File: src/rtl/pix_pack_pkg.sv
package pix_pack_pkg;

  // smallest power of two that is >= w and >= 8
  function automatic int nextPow2(input int w);
    int p;
    p = 8;
    while (p < w) p = p * 2;
    return p;
  endfunction

  function automatic int wordWidth(input int numComp, input int compW, input bit packed_);
    return packed_ ? nextPow2(numComp * compW) : nextPow2(compW);
  endfunction

  // component indices: a pixel holds at most 512 bits, so at most 512 components
  typedef logic [9:0] compIdx_t;

  // strobes from control to datapath
  typedef struct packed {
    logic     loadPix;  // capture the incoming pixel
    compIdx_t wrIdx;    // component currently presented on wrData
    logic     rdLoad;   // store rdData into slot rdIdx
    compIdx_t rdIdx;    // slot being filled on the read path
  } packStrb_t;

endpackage

File: src/rtl/pix_pack_ctrl.sv
module pix_pack_ctrl
  import pix_pack_pkg::*;
#(
  parameter int NUM_COMP = 3,
  parameter bit PACKED   = 1'b0
) (
  input  logic      clk,
  input  logic      rstN,
  input  logic      pixValid,
  output logic      pixReady,
  output logic      wrValid,
  input  logic      wrReady,
  input  logic      rdValid,
  output logic      rdReady,
  output logic      outValid,
  input  logic      outReady,
  output packStrb_t strb
);

  localparam compIdx_t LAST_IDX = compIdx_t'(NUM_COMP - 1);

  generate
    if (PACKED) begin : g_pass
      // one word per pixel: handshakes pass straight through
      assign wrValid  = pixValid;
      assign pixReady = wrReady;
      assign outValid = rdValid;
      assign rdReady  = outReady;
      assign strb     = '0;
      logic unusedCtrl;
      assign unusedCtrl = clk ^ rstN;
    end else begin : g_ser
      logic     busy;
      compIdx_t wIdx;
      logic     outFull;
      compIdx_t rIdx;
      logic     wrHs, pixHs, rdHs;

      // write side: serialize one component per accepted transfer
      assign wrValid  = busy;
      assign wrHs     = busy && wrReady;
      assign pixReady = !busy || (wrReady && wIdx == LAST_IDX);
      assign pixHs    = pixValid && pixReady;

      always_ff @(posedge clk or negedge rstN) begin
        if (!rstN) begin
          busy <= 1'b0;
          wIdx <= '0;
        end else if (pixHs) begin
          busy <= 1'b1;
          wIdx <= '0;
        end else if (wrHs) begin
          if (wIdx == LAST_IDX) begin
            busy <= 1'b0;
            wIdx <= '0;
          end else begin
            wIdx <= wIdx + 1'b1;
          end
        end
      end

      // read side: gather components into slots
      assign outValid = outFull;
      assign rdReady  = !outFull || outReady;
      assign rdHs     = rdValid && rdReady;

      always_ff @(posedge clk or negedge rstN) begin
        if (!rstN) begin
          outFull <= 1'b0;
          rIdx    <= '0;
        end else begin
          outFull <= (outFull && !outReady) || (rdHs && rIdx == LAST_IDX);
          if (rdHs) rIdx <= (rIdx == LAST_IDX) ? '0 : rIdx + 1'b1;
        end
      end

      assign strb.loadPix = pixHs;
      assign strb.wrIdx   = wIdx;
      assign strb.rdLoad  = rdHs;
      assign strb.rdIdx   = rIdx;

      AST_FIRST_AFTER_LOAD: assert property (@(posedge clk) disable iff (!rstN)
        pixHs |=> (wrValid && wIdx == '0));
      AST_IDX_RANGE: assert property (@(posedge clk) disable iff (!rstN)
        (wIdx <= LAST_IDX) && (rIdx <= LAST_IDX));
      AST_OUT_AFTER_LAST: assert property (@(posedge clk) disable iff (!rstN)
        (rdHs && rIdx == LAST_IDX) |=> outValid);
      AST_READY_BLOCKED: assert property (@(posedge clk) disable iff (!rstN)
        (wrValid && !wrReady) |-> !pixReady);
    end
  endgenerate

endmodule

File: src/rtl/pix_pack_dp.sv
module pix_pack_dp
  import pix_pack_pkg::*;
#(
  parameter int NUM_COMP = 3,
  parameter int COMP_W   = 10,
  parameter bit PACKED   = 1'b0,
  localparam int FLAT_W  = NUM_COMP * COMP_W,
  localparam int WORD_W  = wordWidth(NUM_COMP, COMP_W, PACKED)
) (
  input  logic              clk,
  input  logic              rstN,
  input  logic [FLAT_W-1:0] pixData,
  output logic [WORD_W-1:0] wrData,
  input  logic [WORD_W-1:0] rdData,
  output logic [FLAT_W-1:0] outData,
  input  packStrb_t         strb
);

  localparam int IDX_W = (NUM_COMP > 1) ? $clog2(NUM_COMP) : 1;

  generate
    if (PACKED) begin : g_wide
      always_comb begin
        wrData             = '0;
        wrData[FLAT_W-1:0] = pixData;
      end
      assign outData = rdData[FLAT_W-1:0];

      logic unusedDp;
      if (WORD_W > FLAT_W) begin : g_pad
        assign unusedDp = ^{clk, rstN, strb, rdData[WORD_W-1:FLAT_W]};
      end else begin : g_nopad
        assign unusedDp = ^{clk, rstN, strb};
      end
    end else begin : g_narrow
      logic [NUM_COMP-1:0][COMP_W-1:0] pixReg;
      logic [NUM_COMP-1:0][COMP_W-1:0] asmReg;

      always_ff @(posedge clk or negedge rstN) begin
        if (!rstN) pixReg <= '0;
        else if (strb.loadPix) pixReg <= pixData;
      end

      always_ff @(posedge clk or negedge rstN) begin
        if (!rstN) asmReg <= '0;
        else if (strb.rdLoad) asmReg[strb.rdIdx[IDX_W-1:0]] <= rdData[COMP_W-1:0];
      end

      always_comb begin
        wrData             = '0;
        wrData[COMP_W-1:0] = pixReg[strb.wrIdx[IDX_W-1:0]];
      end
      assign outData = asmReg;

      logic unusedDp;
      if (WORD_W > COMP_W) begin : g_pad
        assign unusedDp = ^{strb.wrIdx[9:IDX_W], strb.rdIdx[9:IDX_W], rdData[WORD_W-1:COMP_W]};
      end else begin : g_nopad
        assign unusedDp = ^{strb.wrIdx[9:IDX_W], strb.rdIdx[9:IDX_W]};
      end
    end
  endgenerate

endmodule

File: src/rtl/pix_pack_serdes.sv
module pix_pack_serdes
  import pix_pack_pkg::*;
#(
  parameter int NUM_COMP = 3,
  parameter int COMP_W   = 10,
  parameter bit PACKED   = 1'b0,
  localparam int FLAT_W  = NUM_COMP * COMP_W,
  localparam int WORD_W  = wordWidth(NUM_COMP, COMP_W, PACKED)
) (
  input  logic              clk,
  input  logic              rstN,
  input  logic              pixValid,
  output logic              pixReady,
  input  logic [FLAT_W-1:0] pixData,
  output logic              wrValid,
  input  logic              wrReady,
  output logic [WORD_W-1:0] wrData,
  input  logic              rdValid,
  output logic              rdReady,
  input  logic [WORD_W-1:0] rdData,
  output logic              outValid,
  input  logic              outReady,
  output logic [FLAT_W-1:0] outData
);

  generate
    if (FLAT_W > 512 || NUM_COMP < 1 || COMP_W < 1) begin : g_badCfg
      $error("pix_pack_serdes: pixel must be 1 to 512 bits wide");
    end
  endgenerate

  packStrb_t strb;

  pix_pack_ctrl #(.NUM_COMP(NUM_COMP), .PACKED(PACKED)) u_ctrl (
    .clk(clk), .rstN(rstN),
    .pixValid(pixValid), .pixReady(pixReady),
    .wrValid(wrValid), .wrReady(wrReady),
    .rdValid(rdValid), .rdReady(rdReady),
    .outValid(outValid), .outReady(outReady),
    .strb(strb)
  );

  pix_pack_dp #(.NUM_COMP(NUM_COMP), .COMP_W(COMP_W), .PACKED(PACKED)) u_dp (
    .clk(clk), .rstN(rstN),
    .pixData(pixData), .wrData(wrData),
    .rdData(rdData), .outData(outData),
    .strb(strb)
  );

  AST_WR_HOLD: assert property (@(posedge clk) disable iff (!rstN)
    (wrValid && !wrReady && pixValid && $stable(pixData)) |=> (wrValid && $stable(wrData)));
  AST_OUT_HOLD: assert property (@(posedge clk) disable iff (!rstN)
    (outValid && !outReady && rdValid && $stable(rdData)) |=> (outValid && $stable(outData)));

endmodule

File: config.mk
export PLATFORM = sky130hd
export DESIGN_NAME = pix_pack_serdes
export DESIGN_NICKNAME = d
export VERILOG_FILES = /design/src/rtl/pix_pack_pkg.sv /design/src/rtl/pix_pack_ctrl.sv /design/src/rtl/pix_pack_dp.sv /design/src/rtl/pix_pack_serdes.sv
export SDC_FILE = /design/constraint.sdc
export NUM_CORES = 1
export LEC_CHECK = 0
export BUFFER_PORTS_ARGS = -buffer_cell sky130_fd_sc_hd__buf_2
export CORE_ASPECT_RATIO = 1.25
export CORE_UTILIZATION = 25
export DETAILED_ROUTE_END_ITERATION = 12
export MAX_ROUTING_LAYER = met4
export PLACE_DENSITY = 0.41
export SLEW_MARGIN = 20
export SYNTH_ARGS = -nofsm -noshare
export SYNTH_HDL_FRONTEND = slang
export SYNTH_SLANG_ARGS = --single-unit
export TNS_END_PERCENT = 30
File: constraint.sdc
create_clock -name clk -period 3.9 [get_ports clk]
set_input_delay 0.195 -clock clk [delete_from_list [all_inputs] [get_ports clk]]
set_output_delay 0.195 -clock clk [all_outputs]
set_load 0.005 [all_outputs]
==> key figures <==
Run status
  • Outcome: finished with violations
  • Failing checks: design-rule violations

Worst hold path
  • Worst min-delay path class: input port to register

Drt
  • Initial DRC Count: 84
  • TritonRoute pass-1 iters: 11
  • Total number of vias: 2,478
  • DRT antenna net count: 0
  • Vias/cell: 4.40
  • Residual DRC count: 7
  • WL/cell: ~14 um
  • Post-Route WL: 8050 um

Setup path
  • Worst Path Max Fanout: 30
  • Critical path startpoint category: register
  • Arr. time, crit path: 2.79 ns
  • WS Path Type: register to register
  • Setup crit end kind: register
  • Worst Path Required: ~4.1 ns

Placed design
  • Port Buffer Count: 89
  • Placer Congestion: around 0.66
  • Dpl hpwl: about 5600 um

Cells and area
  • Commonest non-fill, non-tap cells in the layout: buf_2, dfrtp_1, mux2_2, mux2_4, nand2_1
  • Commonest non-fill, non-tap cell in the layout: buf_2
  • Layout cells sized above 1: 0.455
  • Total Nets Final: 438
  • Fill count: about 1,500
  • Diode count: 0
  • Layout area overhead: 23.6%
  • Final Core Density: 0.320

Synth
  • Compound-Gate Fraction of Synth Area: 0.0275
  • Ys flop type: dfrtp_1
  • Mapped Cells: between 200 and 300
  • Synth Cell Area: 3780 sq um
  • Post-Synth Adder-Cell Area: 0.0199
  • Mean post-synth cell area: 13.3 sq um
  • Post-synthesis register bit count: 82
  • Sequential area share after synthesis: 0.543
  • FFs w/ async S/R, synth: 1.00
  • Post-Synth XOR/XNOR Area: 0.0371
  • YS warnings: 0
  • Post-synthesis mux area share: 0.241
  • Cell variety after synth: 36
  • EDFF count, synth: 0
  • Synth Area in Simple Gates: 0.0997
  • Largest family of logic cells by synthesized area: multiplexers

STA
  • Final cycle utilization of the critical path: 0.658
  • Final setup vio count: 0
  • RSZ-0062 raised after global routing: no
  • Fmax: 0.390 GHz
  • Final setup TNS: 0 ns
  • Min Tclk post-route: 2.57 ns
  • Worst Clk Skew: 0.00658 ns
  • Final hold viol count: 0
  • Slew margin rel.: 0.561
  • Measured slew at the worst slew-check pin: 0.654 ns
  • Pins Over Slew Limit: 0

Global route
  • Initial antenna violation count: 0
  • Largest net degree at the start of global routing: 48
  • GRT Total Usage: 0.115
  • Number of global-route vias before repair: 2,726
  • GRT overflow: 0
  • First-pass GRT wire length: 13,500 um

Clock network
  • H-tree depth: 3
  • Clock root buffer: clkbuf_16
  • Num CTS Buffers: 9
  • Clk buf depth: 2
  • Clk slew on worst S/H paths: 0.06 ns
  • Clk_lat worst skew: 0.34 ns
  • Post-CTS Resized: 0
  • CTS tree: built
  • Post-CTS Setup Inserts: 0
  • Clk sink count: between 80 and 90

Floorplan
  • Core area: 14,600 sq um
  • Chip Height: 139 um
  • Initial Util: 0.259
  • DIE WIDTH: 112 um
  • IO Count: 102
  • FP Rows: 49
  • Die area: 15,600 sq um

Power
  • Leakage: 2.22 nW
  • Ratio of total power to cell area: between 700 and 800 nW/um^2
  • Peak supply drop: 0.263 mV

Flow run
  • Max-Cap Viols: 0
-- metal layers --
layer	GRT usage	wire, um	vias up
met5	-	0	-
met1	0.134	3510	1218
li1	-	-	1169
met4	0.0512	138	0
met2	0.183	3870	79
met3	0.0314	526	12
-- per-stage QoR --
stage / cell area (sq um) / hold WS, ns / setup slack, ns / total power, W / cells
3_5_place_dp: 4390 / 0.275 / 1.30 / 0.00270 / 546
3_3_place_gp: 4390 / 0.270 / 1.30 / 0.00268 / 546
4_1_cts: 4670 / 0.0680 / 1.27 / 0.00351 / 563
2_1_floorplan: 3790 / -0.101 / 2.01 / 0.00223 / 289
5_1_grt: 4670 / 0.0716 / 1.20 / 0.00369 / 563
6_report: 4670 / 0.0823 / 1.33 / 0.00343 / 563
-- final timing paths --
check                                      from                  endpoint  slack, ns  cells past startpoint
setup / recovery           u_ctrl.g_ser.wIdx[0]  u_dp.g_narrow.pixReg[26]       1.33                      7
hold / removal                      pixData[10]  u_dp.g_narrow.pixReg[10]       0.08                      2
setup reg to reg           u_ctrl.g_ser.wIdx[0]  u_dp.g_narrow.pixReg[26]       1.33                      7
hold reg to reg            u_ctrl.g_ser.rIdx[9]      u_ctrl.g_ser.rIdx[9]       0.47                      1
max in group asynchronous                  rstN  u_dp.g_narrow.pixReg[27]       2.55                      3
min in group asynchronous                  rstN          u_dp.outData[27]       0.43                      2
-- Yosys cell counts (all sizes together), types with 3 or more instances --
cell type | number | share of area
dfrtp | 82 | 0.54
nand4 | 6 | 0.012
nor3 | 3 | 0.0040
nand3 | 6 | 0.0080
mux2i | 11 | 0.029
and4 | 3 | 0.0073
nor2 | 15 | 0.015
xnor2 | 6 | 0.014
o21ai | 12 | 0.019
nor4 | 3 | 0.0089
xor2 | 10 | 0.023
ha | 6 | 0.020
buf | 11 | 0.024
nand2 | 27 | 0.029
and3 | 3 | 0.0056
inv | 5 | 0.0050
mux2 | 61 | 0.21
-- worst max-delay path: stages (launching register included) --
cell,delay (ns)
dfrtp_1,0.57
inv_1,0.16
ha_1,0.15
nor3b_1,0.37
nand4_2,0.20
o21ai_4,0.15
buf_4,0.47
mux2_4,0.34
-- where the power goes --
part           switching [W]  internal [W]
registers           0.000247       0.00122
logic               0.000478      0.000710
clock network       0.000341      0.000433
total                0.00107       0.00236
-- layout make-up --
| class | count | area [sq um] | area share |
|---|---|---|---|
| multi-input combinational | 189 | 1630 | 0.349 |
| timing repair buffer | 93 | 480 | 0.103 |
| sequential | 82 | 2050 | 0.440 |
| clock buffer | 12 | 236 | 0.0507 |
| clock inverter | 4 | 27.5 | 0.00590 |
| inverter | 5 | 18.8 | 0.00402 |
| tap | 178 | 223 | 0.0477 |
-- logic make-up (layout without fill, tap and decap cells) --
| family | count (synthesis) | in the layout |
|---|---|---|
| compound gates | 17 | 17 |
| xor+xnor | 16 | 16 |
| fa+ha+maj | 6 | 6 |
| buf+inv | 18 | 114 |
| flops | 82 | 82 |
| mux | 72 | 72 |
| other cells | 1 | 6 |
| simple gates | 72 | 72 |
-- registers in the layout (all words and copies together), names as in the netlist --
signal and count:
u_dp.outData 30, u_ctrl.g_ser.rIdx 10, u_ctrl.g_ser.wIdx 10, u_ctrl.outValid 1, u_ctrl.wrValid 1, u_dp.g_narrow.pixReg 30
-- what timing repair did --
action	in CTS	in global routing
endpoints found under the hold margin	46	0
hold buffers	1	0
endpoints found under the setup margin	0	0
(Power assumes the default switching activity.)
